## config.mk

```make
export PLATFORM = sky130hd
export DESIGN_NAME = pfsm_top
export DESIGN_NICKNAME = d
export VERILOG_FILES = /design/src/rtl/pfsm_pkg.sv /design/src/rtl/pfsm_ctrl.sv /design/src/rtl/pfsm_datapath.sv /design/src/rtl/pfsm_top.sv
export SDC_FILE = /design/constraint.sdc
export NUM_CORES = 1
export LEC_CHECK = 0
export BUFFER_PORTS_ARGS = -buffer_cell sky130_fd_sc_hd__buf_2
export CELL_PAD_IN_SITES_DETAIL_PLACEMENT = 0
export CELL_PAD_IN_SITES_GLOBAL_PLACEMENT = 1
export CORE_MARGIN = 2
export CORE_UTILIZATION = 58
export DETAILED_ROUTE_END_ITERATION = 10
export GPL_TIMING_DRIVEN = 0
export PLACE_DENSITY = 0.8
export SETUP_SLACK_MARGIN = 0.4
export SLEW_MARGIN = 20
export SYNTH_ARGS = -nofsm -noshare
export SYNTH_HDL_FRONTEND = slang
export SYNTH_HIERARCHICAL = 1
export SYNTH_SLANG_ARGS = --single-unit
```

## constraint.sdc

```tcl
create_clock -name clk -period 5.2 [get_ports clk]
set_input_delay 1.04 -clock clk [delete_from_list [all_inputs] [get_ports clk]]
set_output_delay 1.04 -clock clk [all_outputs]
set_load 0.1 [all_outputs]
```

## src/rtl/pfsm_pkg.sv

```systemverilog
package pfsm_pkg;
  // Strobes from control to datapath
  typedef struct packed {
    logic loadInit;  // force state to initial code
    logic advance;   // capture table read into registers
    logic wrNext;    // write transition table
    logic wrOut;     // write output table
  } fsmStrobe_t;
endpackage

```

## src/rtl/pfsm_ctrl.sv

```systemverilog
module pfsm_ctrl
  import pfsm_pkg::*;
(
  input  logic       rst,
  input  logic       hold,
  input  logic       wrEn,
  input  logic       wrSel,
  output fsmStrobe_t strb
);
  always_comb begin
    strb.loadInit = rst;
    strb.advance  = !rst && !hold;
    // table updates only while the machine is frozen
    strb.wrNext   = hold && wrEn && !wrSel;
    strb.wrOut    = hold && wrEn && wrSel;
  end
endmodule

```

## src/rtl/pfsm_datapath.sv

```systemverilog
module pfsm_datapath
  import pfsm_pkg::*;
#(
  parameter int unsigned STATE_W    = 3,
  parameter int unsigned IN_W       = 2,
  parameter int unsigned OUT_W      = 4,
  parameter int unsigned INIT_STATE = 0,
  parameter bit          MEALY      = 1'b1,
  localparam int unsigned ADDR_W    = STATE_W + IN_W,
  localparam int unsigned DATA_W    = (STATE_W > OUT_W) ? STATE_W : OUT_W
)(
  input  logic               clk,
  input  fsmStrobe_t         strb,
  input  logic [IN_W-1:0]    inVec,
  input  logic [ADDR_W-1:0]  wrAddr,
  input  logic [DATA_W-1:0]  wrData,
  output logic [STATE_W-1:0] stateQ,
  output logic [OUT_W-1:0]   outVec
);
  localparam int unsigned TBL_DEPTH   = 2 ** ADDR_W;
  localparam int unsigned STATE_DEPTH = 2 ** STATE_W;
  localparam logic [STATE_W-1:0] INIT_CODE = STATE_W'(INIT_STATE);

  logic [STATE_W-1:0] nextMem [TBL_DEPTH];
  logic [ADDR_W-1:0]  readAddr;

  assign readAddr = {stateQ, inVec};

  always_ff @(posedge clk) begin
    if (strb.wrNext) nextMem[wrAddr] <= wrData[STATE_W-1:0];
  end

  // state register doubles as the transition table's read-data register
  always_ff @(posedge clk) begin
    if (strb.loadInit)     stateQ <= INIT_CODE;
    else if (strb.advance) stateQ <= nextMem[readAddr];
  end

  generate
    if (MEALY) begin : g_mealy
      logic [OUT_W-1:0] outMem [TBL_DEPTH];
      logic [OUT_W-1:0] outQ;
      always_ff @(posedge clk) begin
        if (strb.wrOut) outMem[wrAddr] <= wrData[OUT_W-1:0];
      end
      // output register is the output table's read-data register
      always_ff @(posedge clk) begin
        if (strb.loadInit)     outQ <= '0;
        else if (strb.advance) outQ <= outMem[readAddr];
      end
      assign outVec = outQ;
    end else begin : g_moore
      logic [OUT_W-1:0] outMem [STATE_DEPTH];
      always_ff @(posedge clk) begin
        if (strb.wrOut) outMem[wrAddr[ADDR_W-1:IN_W]] <= wrData[OUT_W-1:0];
      end
      // state register serves as this table's registered address
      assign outVec = outMem[stateQ];
    end
  endgenerate
endmodule

```

## src/rtl/pfsm_top.sv

```systemverilog
module pfsm_top
  import pfsm_pkg::*;
#(
  parameter int unsigned STATE_W    = 3,
  parameter int unsigned IN_W       = 2,
  parameter int unsigned OUT_W      = 4,
  parameter int unsigned INIT_STATE = 0,
  parameter bit          MEALY      = 1'b1,
  localparam int unsigned ADDR_W    = STATE_W + IN_W,
  localparam int unsigned DATA_W    = (STATE_W > OUT_W) ? STATE_W : OUT_W
)(
  input  logic               clk,
  input  logic               rst,
  input  logic               hold,
  input  logic [IN_W-1:0]    inVec,
  input  logic [ADDR_W-1:0]  wrAddr,
  input  logic [DATA_W-1:0]  wrData,
  input  logic               wrSel,
  input  logic               wrEn,
  output logic [STATE_W-1:0] stateOut,
  output logic [OUT_W-1:0]   outVec
);
  fsmStrobe_t strb;

  pfsm_ctrl ctrl_i (
    .rst   (rst),
    .hold  (hold),
    .wrEn  (wrEn),
    .wrSel (wrSel),
    .strb  (strb)
  );

  pfsm_datapath #(
    .STATE_W    (STATE_W),
    .IN_W       (IN_W),
    .OUT_W      (OUT_W),
    .INIT_STATE (INIT_STATE),
    .MEALY      (MEALY)
  ) dp_i (
    .clk    (clk),
    .strb   (strb),
    .inVec  (inVec),
    .wrAddr (wrAddr),
    .wrData (wrData),
    .stateQ (stateOut),
    .outVec (outVec)
  );
endmodule

```

* Word level (Yosys, flattened, before mapping) *
Memory sizes are Yosys's and may differ from the RTL's. A register that Yosys moved wholly into a read port is not among the register bits.
Cells that the tools add are included.

word-level totals
  register bits after elaboration = 0
  RAM bits = 224
  output and inout port bits = 7
  memories kept = 2

operators by class
  multiplexer cells = 4
  reductions and logical operators = 7

memories
  name                 depth  width  read ports  clocked after memory_dff  write ports  line                 RTL
  dp_i.g_mealy.outMem  32     4      1           1                         1            pfsm_datapath.sv:41  logic [OUT_W-1:0] outMem [TBL_DEPTH];
  dp_i.nextMem         32     3      1           1                         1            pfsm_datapath.sv:24  logic [STATE_W-1:0] nextMem [TBL_DEPTH];

operators with widths
  kind               number
  1-bit logical AND  4
  1-bit 2-to-1 mux   4
  1-bit logical NOT  3

* Logic depth before layout (Yosys ltp) *
Gate-level depths: netlist of run 1.

  depth after elaboration = 4
  gate-level depth with buffers = 8

* By module *
Netlist of run 1, hierarchy kept.

by module, submodules not included
  module         instances  cells each  area an instance (um2)
  pfsm_datapath  1          519         9356.5
  pfsm_ctrl      1          4           27.5

* Worst setup path after synthesis of run 1 *
Ideal clock, no wire load.

  path kind = input -> register
  from = in inVec[0]
  to = reg dp_i.stateQ[1] (read register of dp_i.nextMem)
  data required time = 5.067 ns
  setup slack = 2.655 ns
  library setup time = 0.133 ns
  cell stages on the path = 6
  arrival = 2.412 ns
  path through = buf_6 > buf_12 > mux4_1 > nor2b_1 > a2111oi_0 > nor4_1

RTL lines
  element      line                 RTL
  from (decl)  pfsm_top.sv:15       input logic [IN_W-1:0] inVec,
  to (decl)    pfsm_datapath.sv:17  output logic [STATE_W-1:0] stateQ,

* Worst setup path after layout of run 1 *
  from = reg dp_i.stateQ[0] (read register of dp_i.nextMem)
  to = out stateOut[0]

RTL lines
  element    line            RTL
  to (decl)  pfsm_top.sv:20  output logic [STATE_W-1:0] stateOut,

No word-level cell between the ends.

==> out/metrics.yaml, run 1 <==
floorplan:
  start_util: 0.5929
  die_w_um: 131.2
  core_um2: 15830
  design.die.area_um2: 17210
  die_y_um: 131.2
  fp-row-count: 46
  ios: 23
timing:
  skew_ns: 0.01209
  setup_viol: 0
  fin_crit_sh: 0.4978
  min_period_ns: 2.588
  worstMarginPinSlew_ns: 0.6769
  slew-limit-headroom: 0.5487
  fin_ws_ns: 2.612
  hold_ws_ns: 0.5085
  fin_tns_setup_ns: 0
  rsz0062_at_grt: "no"
  hold_viol: 0
  drv_slew: 0
  fmax_mhz: 386.3
finish:
  n_antenna_cell: 0
  layout.nets: 580
  drive_gt1_frac: 0.1762
  finish.utilization: 0.6582
  instances_no_fill: 795
  areaGrowthSynthToFinish_pct: 11.01
pwr:
  ir_drop_v: 0.0002359
  p_per_area_nw_per_um2: 363.5
  leakage_nw: 3.386
yosys:
  synth-edff-count: 224
  yosysWarningCount: 6
  synth_seq_cells: 231
  synth_top_area_share: 0.7168
  avgSynthCellArea_um2: 17.94
  async_flop_share: 0
  synth_top_area_cell: "edfxtp_1"
  synthTopCellsByCount: "edfxtp_1 (224), nor2_1 (75), mux2i_1 (58)"
  synth_area_leaders: "edfxtp_1 (72%), mux4_2 (6.2%), mux2i_1 (6.2%)"
  synth-seq-area-share: 0.7317
  synthCells: 523
  ys_types: 37
  syn-num-nets: 539
  ys.flop_type: "edfxtp_1"
  synth_area_um2: 9384
  synth.most_common_cell: "edfxtp_1"
clock_tree:
  worstSkewPairLatency_ns: 0.50
  cts_tree: "done"
  cts_max_level: 1
  cts_inserted_buffers: 23
  postCtsResizedCells: 0
  path_clk_slew_ns: 0.06
  cts.sinks: 231
  post_cts_buffers: 0
  holdBufCountCts: 0
  cts_buffer_depth: 3
  cts-root-buf: "clkbuf_16"
critical_path:
  slowest_stage: "dfxtp_1"
  cp-end-kind: "primary output"
  critPathMaxStageDelay_ns: 0.54
  crit_buf_inv: 1
  crit_fanout: 8
  worstPathCellList: "buf_2"
  cp.required_ns: 4.16
  rr_startpoint: "dp_i/stateQ[0]"
  worstSetupPathType: "reg2out"
  crit_family: "flip-flops"
  startpoint: "dp_i/stateQ[0]"
  setup.worst_path.start_class: "register"
  arrival_ns: 1.55
route:
  avgViaCountPerCell: 6.130
  wirelength_um: 19700
  avgRoutedWirePerCell_um: 24.78
  ant_nets: 0
  drc: 0
  num_vias: 4873
  drt_iter0_markers: 558
  first_pass_iters: 5
global_route:
  grt_busiest_layer: "met2"
  grt_usage: 0.2354
  antenna_found_initial: 0
  grt_pass1_vias: 4996
  grt_max_degree: 65
  grt_util_met2: 0.3591
  met1_usage: 0.3561
  grt.met3_usage: 0.04514
  grt_pass1_wl_um: 30190
  overflow: 0
placed_design:
  gp_congestion: 0.8321
  hpwl_um: 12670
  place_ws_ns: 2.272
  io_buffers: 16
  dp.cells: 755
hold_path:
  min_path_type: "reg2reg"
  min_from: "dp_i/outVec[1]"
run_status:
  status: "completed"
job:
  cap_violations: 0
[registers in the layout, summed over array words and instances (netlist names)]
signal / count
dp_i/outVec: 4
dp_i/nextMem: 96
dp_i/g_mealy.outMem: 128
dp_i/stateQ: 3
[placed cells by master (no fill, tap or decap), types with 4 or more instances in the layout]
cell type and count:
nand3b_1 5, a21oi_1 10, or3b_2 4, buf_6 6
dfxtp_1 7, clkinv_1 5, a22oi_1 24, nand2_1 7
buf_12 4, buf_4 7, mux4_2 26, a211oi_1 8
nor2b_1 8, buf_2 20, nand3_1 4, clkinv_2 5
clkbuf_16 23, mux2i_1 58, edfxtp_1 224, clkbuf_1 16
mux4_1 6, nor2_1 75
[stage by stage]
step	total power [mW]	cell area, um2
after floorplan	2.251	9384
after global placement	2.330	9734
after detailed placement	2.335	9734
after CTS	3.811	10410
after global routing	3.905	10420
final	3.787	10420
[final cells by class]
| class | instances | area, um2 |
|---|---|---|
| timing repair buffer | 16 | 87.58 |
| clock buffer | 28 | 594.3 |
| clock inverter | 12 | 81.33 |
| tap | 216 | 270.3 |
| fill | 1124 | 5410 |
| multi-input combinational | 260 | 2263 |
| buffer | 32 | 254.0 |
| sequential | 231 | 6867 |
[routing by layer]
layer | part of all wire | wire length [um]
met4 | 0.018 | 361
met5 | 0 | 0
met3 | 0.085 | 1683
met1 | 0.43 | 8468
met2 | 0.47 | 9191
[final timing paths]
kind	to	slack (ns)	cells past startpoint
min reg2reg	dp_i/outVec[1]	0.51	2
max reg2reg	dp_i/outVec[1]	3.12	6
min	dp_i/outVec[1]	0.51	2
max	stateOut[0]	2.61	1
[power breakdown]
part | internal (mW) | switching (mW)
logic | 0.0792 | 0.158
registers | 2.05 | 0.00743
clock network | 0.858 | 0.633
total | 2.99 | 0.798
[logic make-up (layout without fill, tap and decap cells)]
logic type | count (synthesis) | after routing | synth area share
flops | 231 | 231 | 0.7317
simple gates | 120 | 120 | 0.06094
mux | 90 | 90 | 0.1411
compound gates | 50 | 50 | 0.03920
buf+inv | 32 | 88 | 0.02707
No activity file was read; power rests on OpenSTA's default activity.
==> run 2: changes to the inputs <==
- ABC_AREA: unset -> 1
- CORE_UTILIZATION: 58 -> 45
- PLACE_DENSITY: 0.8 -> 0.71
- clock period: 5.2 -> 2.36 ns (I/O delays scaled with it)
==> run 2 against run 1 <==
Against the previous run:
- synthesized area is 2.8% higher
- final cell count is 52% higher
- synthesized cell count is 66% higher
- flip-flop and latch count stayed put
- die area is 31% higher
- global-route usage is 3.6 points higher
- largest cell class unchanged
- via count is 42% higher
- routed wire length is 52% higher
- combinational power grew to 3.2 times the previous value
- highest routed layer unchanged
- first-iteration DRC count is 17% higher
==> out/metrics.yaml, run 2 <==
clock_tree:
  cts_buffer_depth: 3  # unchanged
  cts_max_level: 1  # unchanged
  cts_tree: "done"  # unchanged
  cts_inserted_buffers: 25  # was 23
  cts-root-buf: "clkbuf_16"  # unchanged
  path_clk_slew_ns: 0.07  # was 0.06 ns
  cts.sinks: 231  # unchanged
  worstSkewPairLatency_ns: 0.52  # was 0.50 ns
critical_path:
  setup.worst_path.start_class: "register"  # unchanged
  crit_family: "flip-flops"  # unchanged
  arrival_ns: 1.43  # was 1.55 ns
  slowest_stage: "dfxtp_1"  # unchanged
  crit_fanout: 7  # was 8
  cp.required_ns: 1.89  # was 4.16 ns
  worstSetupPathType: "reg2out"  # unchanged
  worstPathCellList: "buf_4"  # was buf_2
  critPathMaxStageDelay_ns: 0.54  # about the same
  crit_buf_inv: 1  # unchanged
  cp-end-kind: "primary output"  # unchanged
job:
  cap_violations: 0  # unchanged
pwr:
  p_comb_frac: 0.082  # was 0.063
  power_frac_clock: 0.428  # was 0.394
  leakage_nw: 3.869  # was 3.386 nW
  switchingPower_mw: 2.203  # was 798.3 uW
  intPower_mw: 7.056  # was 2.988 mW
  seq_power_share: 0.490  # was 0.544
  ir_drop_v: 0.0004376  # was 0.0002359 V
  swShare: 0.2379  # was 0.2108
  p_per_area_nw_per_um2: 839.8  # was 363.5 nW/um2
  power.total_mw: 9.259  # was 3.787 mW
route:
  avgRoutedWirePerCell_um: 24.75  # was 24.78 um
  drc: 0  # unchanged
  avgViaCountPerCell: 5.709  # was 6.130
  wirelength_um: 29980  # was 19700 um
  num_vias: 6914  # was 4873
  first_pass_iters: 5  # unchanged
  ant_nets: 0  # unchanged
  drt_iter0_markers: 652  # was 558
floorplan:
  core_um2: 21020  # was 15830 um2
  die_y_um: 150.4  # was 131.2 um
  ios: 23  # unchanged
  die_w_um: 150.4  # was 131.2 um
  design.die.area_um2: 22620  # was 17210 um2
  start_util: 0.4588  # was 0.5929
  fp-row-count: 53  # was 46
yosys:
  synth.most_common_cell: "nand2_1"  # was edfxtp_1
  async_flop_share: 0  # unchanged
  yosysWarningCount: 6  # unchanged
  synthCells: 867  # was 523
  synth_area_leaders: "edfxtp_1 (70%), nand2_1 (8.9%), nand3_1 (6.0%)"  # was edfxtp_1 (72%), mux4_2 (6.2%), mux2i_1 (6.2%)
  synthTopCellsByCount: "nand2_1 (229), edfxtp_1 (224), nand3_1 (116)"  # was edfxtp_1 (224), nor2_1 (75), mux2i_1 (58)
  synth-edff-count: 224  # unchanged
  synth_seq_cells: 231  # unchanged
  syn-num-nets: 883  # was 539
  synth_top_area_share: 0.6975  # was 0.7168
  avgSynthCellArea_um2: 11.12  # was 17.94 um2
  synth_top_area_cell: "edfxtp_1"  # unchanged
  ys.flop_type: "edfxtp_1"  # unchanged
  ys_types: 20  # was 37
  synth_area_um2: 9644  # was 9384 um2
  synth-seq-area-share: 0.7120  # was 0.7317
global_route:
  grt_busiest_layer: "met2"  # unchanged
  grt_pass1_wl_um: 43260  # was 30190 um
  overflow: 0  # unchanged
  grt_pass1_vias: 6548  # was 4996
  grt_max_degree: 65  # unchanged
  grt_util_met2: 0.4434  # was 0.3591
  grt.met3_usage: 0.04333  # was 0.04514
  grt_usage: 0.2716  # was 0.2354
  met1_usage: 0.3774  # was 0.3561
  antenna_found_initial: 0  # unchanged
timing:
  hold_viol: 0  # unchanged
  setup_viol: 0  # unchanged
  min_period_ns: 1.897
  drv_slew: 0  # unchanged
  slew-limit-headroom: 0.3636  # was 0.5487
  fmax_mhz: 527.0
  worstMarginPinSlew_ns: 0.9546  # was 0.6769 ns
  rsz0062_at_grt: "yes"  # was no
  skew_ns: 0.007709  # was 0.01209 ns
  fin_crit_sh: 0.8040
  hold_ws_ns: 0.3411  # was 0.5085 ns
finish:
  n_antenna_cell: 0  # unchanged
  layout.nets: 935  # was 580
  layout_commonest_cell: "nand2_1"  # was edfxtp_1
  drive_gt1_frac: 0.1261  # was 0.1762
  n_fill_cell: 1870  # was 1124
  areaGrowthSynthToFinish_pct: 14.31  # was 11.01%
  largest_reg_flops: 128  # unchanged
  instances_no_fill: 1211  # was 795
  layout_common_cells: "nand2_1 (229), edfxtp_1 (224), nand3_1 (116)"  # was edfxtp_1 (224), nor2_1 (75), mux2i_1 (58)
  fin_area_um2: 11020  # was 10420 um2
  top_register: "dp_i/g_mealy.outMem"  # unchanged
run_status:
  status: "completed"  # unchanged
hold_path:
  min_path_type: "in2reg"  # was reg2reg
placed_design:
  hpwl_um: 19100  # was 12670 um
  postPlaceCellArea_um2: 10100  # was 9734 um2
  io_buffers: 21  # was 16
  gp_congestion: 0.8896  # was 0.8321
  dp.cells: 1163  # was 755
[run 2: cell count changes after synthesis, moves of 24 or more]
| cell | change |
|---|---|
| o21ai_0 | +29 |
| mux4_2 | -26 |
| nor2_1 | +27 |
| mux2i_1 | -58 |
| nand3_1 | +112 |
| a22oi_1 | -24 |
| nor3_1 | +34 |
| nand2_1 | +222 |
[run 2: logic make-up (layout without fill, tap and decap cells)]
logic type             count (synthesis)  after routing  synth area share
AO/OA/AOI/OAI                         77             77           0.04450
AND/OR/NAND/NOR                      483            483            0.2077
flip-flops                           231            231            0.7120
buffers and inverters                 76            145           0.03581
[run 2: timing repair]
item	in CTS	in global routing
hold buffers	0	0
resized for setup	14	7
endpoints found under the setup margin	60	48
buffers inserted	0	4
[run 2: path summary, 6_finish.rpt]
path,cells past startpoint,slack (ns),from,end
min,5,0.34,rst,dp_i/outVec[0]
min reg2reg,2,0.55,dp_i/outVec[1],dp_i/outVec[1]
max,1,0.46,dp_i/stateQ[2],stateOut[2]
max reg2reg,9,0.53,dp_i/stateQ[0],dp_i/outVec[2]
[run 2: final cells by class]
class / count / area (um2) / share of cell area
multi-input cells: 560 / 2475 / 0.2245
flip-flops and latches: 231 / 6869 / 0.6231
clock buffers: 26 / 629.4 / 0.05709
clock inverters: 18 / 198.9 / 0.01805
repair buffers: 25 / 145.1 / 0.01317
plain buffers: 52 / 264.0 / 0.02395
inverters: 24 / 98.84 / 0.008966
well taps: 275 / 344.1 / 0.03121
[run 2: per-layer routing]
| metal | vias to the layer above | wire length, um |
|---|---|---|
| li1 | 3138 | - |
| met1 | 3404 | 12420 |
| met2 | 318 | 14100 |
| met3 | 54 | 2594 |
| met4 | 0 | 868 |
| met5 | - | 0 |
[run 2: metrics by stage]
| step | setup TNS [ns] | utilization | setup WS, ns |
|---|---|---|---|
| CTS | 0 | 0.5224 | 0.3293 |
| floorplan | 0 | - | 0.5565 |
| detailed placement | -15.74 | 0.4806 | -0.3649 |
| global placement | -13.80 | 0.4803 | -0.3599 |
| finish | 0 | 0.5244 | 0.4626 |
| global route | 0 | 0.5244 | 0.3932 |
[run 2: power groups by stage]
stage	registers, mW	logic, mW	clock network, mW
floorplan	4.69	0.337	0
global route	4.53	0.804	4.16
finish	4.53	0.761	3.96
detailed placement	4.62	0.730	0
CTS	4.53	0.739	3.99
global placement	4.62	0.728	0
